<file path="src/rtl/tlc_pkg.sv">
package tlc_pkg;
  localparam int NUM_PHASES = 4;
  localparam int PHASE_W    = $clog2(NUM_PHASES);
  localparam int LIGHT_W    = 2;

  typedef enum logic [PHASE_W-1:0] {
    PH_A_GO   = 2'd0,
    PH_A_WARN = 2'd1,
    PH_B_GO   = 2'd2,
    PH_B_WARN = 2'd3
  } phase_t;

  typedef enum logic [LIGHT_W-1:0] {
    LT_GREEN  = 2'b00,
    LT_YELLOW = 2'b01,
    LT_RED    = 2'b10
  } light_t;
endpackage

</file>
<file path="src/rtl/tlc_next_phase.sv">
module tlc_next_phase
  import tlc_pkg::*;
(
  input  phase_t cur,
  input  logic   sense_a,
  input  logic   sense_b,
  output phase_t nxt
);
  always_comb begin
    unique case (cur)
      PH_A_GO:   nxt = sense_a ? PH_A_GO : PH_A_WARN;
      PH_A_WARN: nxt = PH_B_GO;
      PH_B_GO:   nxt = sense_b ? PH_B_GO : PH_B_WARN;
      default:   nxt = PH_A_GO;
    endcase
  end
endmodule

</file>
<file path="src/rtl/tlc_phase_reg.sv">
module tlc_phase_reg
  import tlc_pkg::*;
#(
  parameter bit ONE_HOT = 1'b0
) (
  input  logic   clk,
  input  logic   rst,
  input  phase_t nxt,
  output phase_t cur
);
  localparam int SW = ONE_HOT ? NUM_PHASES : PHASE_W;

  logic [SW-1:0] q;
  logic [SW-1:0] d;

  generate
    if (ONE_HOT) begin : g_onehot
      logic legal;
      always_comb begin
        d = '0;
        d[nxt] = 1'b1;
        legal = $onehot(q);
        cur = PH_A_GO;
        for (int i = 0; i < NUM_PHASES; i++)
          if (q[i]) cur = phase_t'(i[PHASE_W-1:0]);
      end
      // an illegal vector is forced back to the A-green position
      always_ff @(posedge clk) begin
        if (rst || !legal) q <= SW'(1);
        else               q <= d;
      end
      // exactly one bit is set once reset has run
      a_r10_onehot_legal: assert property (@(posedge clk) disable iff (rst)
        $onehot(q));
    end else begin : g_binary
      always_comb begin
        d   = SW'(nxt);
        cur = phase_t'(q);
      end
      always_ff @(posedge clk) begin
        if (rst) q <= '0;
        else     q <= d;
      end
    end
  endgenerate
endmodule

</file>
<file path="src/rtl/tlc_light_map.sv">
module tlc_light_map
  import tlc_pkg::*;
(
  input  phase_t cur,
  output light_t lamp_a,
  output light_t lamp_b
);
  always_comb begin
    unique case (cur)
      PH_A_GO:   begin lamp_a = LT_GREEN;  lamp_b = LT_RED;    end
      PH_A_WARN: begin lamp_a = LT_YELLOW; lamp_b = LT_RED;    end
      PH_B_GO:   begin lamp_a = LT_RED;    lamp_b = LT_GREEN;  end
      default:   begin lamp_a = LT_RED;    lamp_b = LT_YELLOW; end
    endcase
  end
endmodule

</file>
<file path="src/rtl/tlc_ctrl.sv">
module tlc_ctrl
  import tlc_pkg::*;
#(
  parameter bit ONE_HOT = 1'b0
) (
  input  logic               clk,
  input  logic               rst,
  input  logic               sense_a,
  input  logic               sense_b,
  output logic [LIGHT_W-1:0] light_a,
  output logic [LIGHT_W-1:0] light_b
);
  phase_t cur;
  phase_t nxt;
  light_t lamp_a;
  light_t lamp_b;

  tlc_next_phase u_next (
    .cur(cur), .sense_a(sense_a), .sense_b(sense_b), .nxt(nxt)
  );

  tlc_phase_reg #(.ONE_HOT(ONE_HOT)) u_reg (
    .clk(clk), .rst(rst), .nxt(nxt), .cur(cur)
  );

  tlc_light_map u_map (
    .cur(cur), .lamp_a(lamp_a), .lamp_b(lamp_b)
  );

  assign light_a = lamp_a;
  assign light_b = lamp_b;

  // reset lands in A-green
  a_r1_reset_a_green: assert property (@(posedge clk)
    rst |=> (light_a == 2'b00 && light_b == 2'b10));
  // A-green holds while road A is busy
  a_r2_hold_a: assert property (@(posedge clk) disable iff (rst)
    (cur == PH_A_GO && sense_a) |=> cur == PH_A_GO);
  // A-yellow lasts one cycle
  a_r4_a_warn_once: assert property (@(posedge clk) disable iff (rst)
    (cur == PH_A_WARN) |=> cur == PH_B_GO);
  // B-green holds while road B is busy
  a_r5_hold_b: assert property (@(posedge clk) disable iff (rst)
    (cur == PH_B_GO && sense_b) |=> cur == PH_B_GO);
  // B-yellow lasts one cycle
  a_r7_b_warn_once: assert property (@(posedge clk) disable iff (rst)
    (cur == PH_B_WARN) |=> cur == PH_A_GO);
  // code 11 never appears and one road is always red
  a_r8_codes_safe: assert property (@(posedge clk) disable iff (rst)
    light_a != 2'b11 && light_b != 2'b11 &&
    (light_a == 2'b10 || light_b == 2'b10));
endmodule

</file>
<file path="config.mk">
export PLATFORM = sky130hd
export DESIGN_NAME = tlc_ctrl
export DESIGN_NICKNAME = d
export VERILOG_FILES = /design/src/rtl/tlc_pkg.sv /design/src/rtl/tlc_next_phase.sv /design/src/rtl/tlc_phase_reg.sv /design/src/rtl/tlc_light_map.sv /design/src/rtl/tlc_ctrl.sv
export SDC_FILE = /design/constraint.sdc
export NUM_CORES = 1
export LEC_CHECK = 0
export ABC_CLOCK_PERIOD_IN_PS = 1300
export BUFFER_PORTS_ARGS = -buffer_cell sky130_fd_sc_hd__buf_2
export CORE_AREA = 2 2 39 41
export CTS_BUF_LIST = sky130_fd_sc_hd__clkbuf_8
export DETAILED_ROUTE_END_ITERATION = 10
export DIE_AREA = 0 0 41 43
export PLACE_DENSITY = 0.33
export SLEW_MARGIN = 30
export SYNTH_ARGS = -nofsm -noshare
export SYNTH_HDL_FRONTEND = slang
export SYNTH_SLANG_ARGS = --single-unit
</file>
<file path="constraint.sdc">
create_clock -name clk -period 1.3 [get_ports clk]
set_input_delay 0.195 -clock clk [delete_from_list [all_inputs] [get_ports clk]]
set_output_delay 0.195 -clock clk [all_outputs]
set_load 0.05 [all_outputs]
</file>
======== Word-level counts from Yosys, hierarchy flattened ========
Index checks and enable logic that the tools add are counted.
W data, S select, Z words.
storage, ports and cells
  input bits .............................. 4
  output and inout port bits .............. 4
  register bits after elaboration ......... 2
  word-level logic and storage cells ...... 10
cells by class
  reduce and logical (&&, ||, !) cells .... 2
  multiplexer cells ....................... 5
  equal/unequal tests ..................... 2
operators by type and width
  kind                  count
  $pmux W2 S2           2
  $pmux W2 S3           1
  $eq A2 B1 Y1 const B  1
  $eq A2 B2 Y1 const B  1
  $logic_not A2 Y1      1
  $mux W1               2
  $reduce_or A2 Y1      1

======== Logic depth before layout (Yosys ltp) ========
  depth in word-level cells ............... 3
  gate-level depth with buffers ........... 4
  depth with buffers taken out ............ 4

======== Cells and area by module ========
A second synthesis with hierarchy kept.
second synthesis, totals
  cells, all modules ...................... 16
  area, all modules ....................... 138.9 µm²
by module, submodules not included
  module          cells each  times used  area each (µm²)  seq. area each (µm²)
  tlc_next_phase  8           1           66.3             0.0
  tlc_phase_reg   4           1           52.6             40.0
  tlc_light_map   4           1           20.0             0.0

======== Worst setup path before layout ========
Ideal clock, no wire load.
  path kind ............................... register -> output
  from .................................... register u_reg.q[1] (netlist: u_reg.cur[1])
  to ...................................... output port light_b[1]
  stages on the path, launching flop included .. 5
  data arrival time ....................... 1.986 ns
  required time ........................... 1.105 ns
  path buffers ............................ 0
  path slack .............................. -0.881 ns
  path through ............................ dfxtp_1 inv_1 ha_1 nor2_1 nor2_1
on the way
  cells in the longest elaborated chain, start to end .. 3
  elaborated cells between the ends (all ways) .. 5
  those cells by class .................... eq/ne (2); mux (1); reduce/logical (2)
ends and longest elaborated chain
  item                                                     line                 source
  start, declared                                          tlc_phase_reg.sv:13  logic [SW-1:0] q;
  start signal, assigned                                   tlc_phase_reg.sv:41  if (rst) q <= '0;
  start signal, assigned                                   tlc_phase_reg.sv:42  else q <= d;
  $eq A2 B1 Y1 / $logic_not A2 Y1 (equally long branches)  tlc_light_map.sv:9   unique case (cur)
  $reduce_or A2 Y1 (no line)                               n/a
  $pmux W2 S2 (*)                                          tlc_light_map.sv:9
  end, declared                                            tlc_ctrl.sv:11       output logic [LIGHT_W-1:0] light_b
Every way passes the cells marked *; elsewhere a longest branch is shown, timed or not.

======== Worst setup path in the final report ========
Ends and elaborated chain as after synthesis.

==> results.sh <==
export IMPL_drt_iter0_markers=0
export IMPL_setup_viol=0
export IMPL_max_freq_mhz=780
export IMPL_grt_antenna_before_repair=0
export IMPL_syn_nets=24
export IMPL_synth_cell_type_count=7
export IMPL_grtUsageTotal_pct=5.41
export IMPL_vias_per_cell=3.19
export IMPL_max_slew_margin_pct=83.1
export IMPL_crit_start="u_reg.cur[1]"
export IMPL_end_kind="output pin"
export IMPL_synth_top_area_share_pct=42.0
export IMPL_n_antenna_cell=0
export IMPL_root_buffer="clkbuf_8"
export IMPL_syn_inst=15
export IMPL_r2r_start="u_reg.cur[0]"
export IMPL_clk_pin_slew_ns=0.03
export IMPL_drt_total_wl_um=341
export IMPL_finClkSkew_ns=0.000655
export IMPL_synth_area_leaders="ha_1 (42%), dfxtp_1 (27%), a211oi_2 (8.4%)"
export IMPL_routedWlPerCell_um=7.93
export IMPL_path_class="register to output pin"
export IMPL_port_buffers=7
export IMPL_fin_crit_sh_pct=98.6
export IMPL_cp_max_fo=3
export IMPL_crit_arrival_ns=1.09
export IMPL_grt_overflow=0
export IMPL_hold_viol_final=0
export IMPL_drv_cap=0
export IMPL_start_kind="register"
export IMPL_die_w_um=41
export IMPL_dr_pass1_iters=1
export IMPL_pwr_density_cell_mw_per_mm2=1640
export IMPL_htree_levels=1
export IMPL_syn_to_final_growth_pct=118
export IMPL_cts_tree="yes"
export IMPL_grt_start_max_net_pins=5
export IMPL_cts_made_buffers=3
export IMPL_post_synth_top_area_cell="ha_1"
export IMPL_drc_errors=0
export IMPL_hold_path_class="input pin to register"
export IMPL_status="complete, no violations"
export IMPL_vdd_ir_drop_max_mv=0.398
export IMPL_final_max_slew_violation_count=0
export IMPL_vias=137
export IMPL_min_period_ns=1.28
export IMPL_cts_buffer_depth=2
export IMPL_largest_reg_flops=2
export IMPL_start_util_pct=10.8
export IMPL_cp_required_ns=1.11
export IMPL_rsz0062_at_grt="yes"
export IMPL_core_area_mm2=0.00138
export IMPL_ys_seq_elements=2
export IMPL_leakage_nw=0.147
export IMPL_gp_congestion=0.569
export IMPL_clk_latency_ns=0.21
export IMPL_core_rowCount=14
export IMPL_final_antenna_net_count=0
export IMPL_postSynthAreaPerCell_um2=9.93
export IMPL_first_global_vias=165
export IMPL_final_common_cell="buf_2"
export IMPL_pin_count=8
export IMPL_tightest_slew_ns=0.256
export IMPL_synth_area_um2=149
export IMPL_finalPower_uw=532
export IMPL_die_area_mm2=0.00176
export IMPL_cts_sinks=2
export IMPL_hold_start="rst"
export IMPL_final_cell_mix="buf_2 (5), ha_1 (3), clkbuf_8 (3)"
export IMPL_ys_seq_area_share_pct=26.9
export IMPL_die_h_um=43
export IMPL_finalNetCount=38
export IMPL_grt_pass1_wl_um=572
export IMPL_layout_drive_gt1_share_pct=77.8
export IMPL_ys_warn_count=0
export IMPL_hold_worst_slack_ns=0.162
==> power by group <==
| part | switching, mW | leakage [nW] | internal (mW) | total (mW) |
|---|---|---|---|---|
| registers | 0.0135 | 0.0178 | 0.0724 | 0.0859 |
| logic | 0.123 | 0.108 | 0.0850 | 0.208 |
| clock network | 0.0432 | 0.0216 | 0.195 | 0.238 |
==> timing repair <==
action / in CTS / in global routing
pin swaps: 3 / 1
setup endpoints to repair: 2 / 3
gates resized for setup: 10 / 0
hold buffers: 0 / 0
buffers inserted: 2 / 0
==> synth_stat cells (all sizes together) <==
cell / instances
ha: 5
dfxtp: 2
inv: 2
a211oi: 1
nor2: 2
nand2b: 2
nor2b: 1
==> final timing paths <==
path / end / slack (ns) / depth (start not counted)
setup / recovery: light_b[1] / 0.02 / 5
hold / removal: u_reg.cur[0] / 0.16 / 2
setup reg to reg: u_reg.cur[0] / 0.33 / 5
hold reg to reg: u_reg.cur[0] / 0.62 / 2
==> stage by stage <==
| stage | setup slack, ns | instance area (um^2) | TNS [ns] | util [%] | cells |
|---|---|---|---|---|---|
| final | 0.0180 | 325 | 0 | 23.5 | 43 |
| after global routing | -0.0254 | 325 | -0.0531 | 23.5 | 43 |
| after CTS | -0.0125 | 325 | -0.0151 | 23.5 | 43 |
| after detailed placement | 0.0712 | 236 | 0 | 17.1 | 38 |
| after global placement | 0.0868 | 236 | 0 | 17.1 | 38 |
| after floorplan | 0.00896 | 181 | 0 | - | 15 |
==> area by class of cell <==
cell class	count	area, um^2
Fill cell	156	1060
Multi-Input combinational cell	11	141
Timing Repair Buffer	9	62.6
Sequential cell	2	47.5
Clock buffer	3	41.3
Tap cell	16	20.0
Inverter	2	12.5
==> cells by family after synthesis <==
logic type,count (synthesis),synth area share [%]
compound gates,1,8.40
simple gates,5,17.7
buf+inv,2,5.04
fa+ha+maj,5,42.0
flops,2,26.9
==> critical path, cell delays in order, from the launching register on <==
cell     delay [ns]
dfxtp_4        0.35
inv_4          0.05
ha_4           0.16
nor2_4         0.14
nor2_4         0.04
buf_6          0.14
==> layer usage <==
metal  vias up  GRT usage, %  routed length [um]
met5         -             0                   0
met2         2          7.81                 215
met3         0          1.57                  13
li1         72             -                   -
met4         0          8.00                   0
met1        63          4.46                 112
No activity file was read; power rests on OpenSTA's default activity.
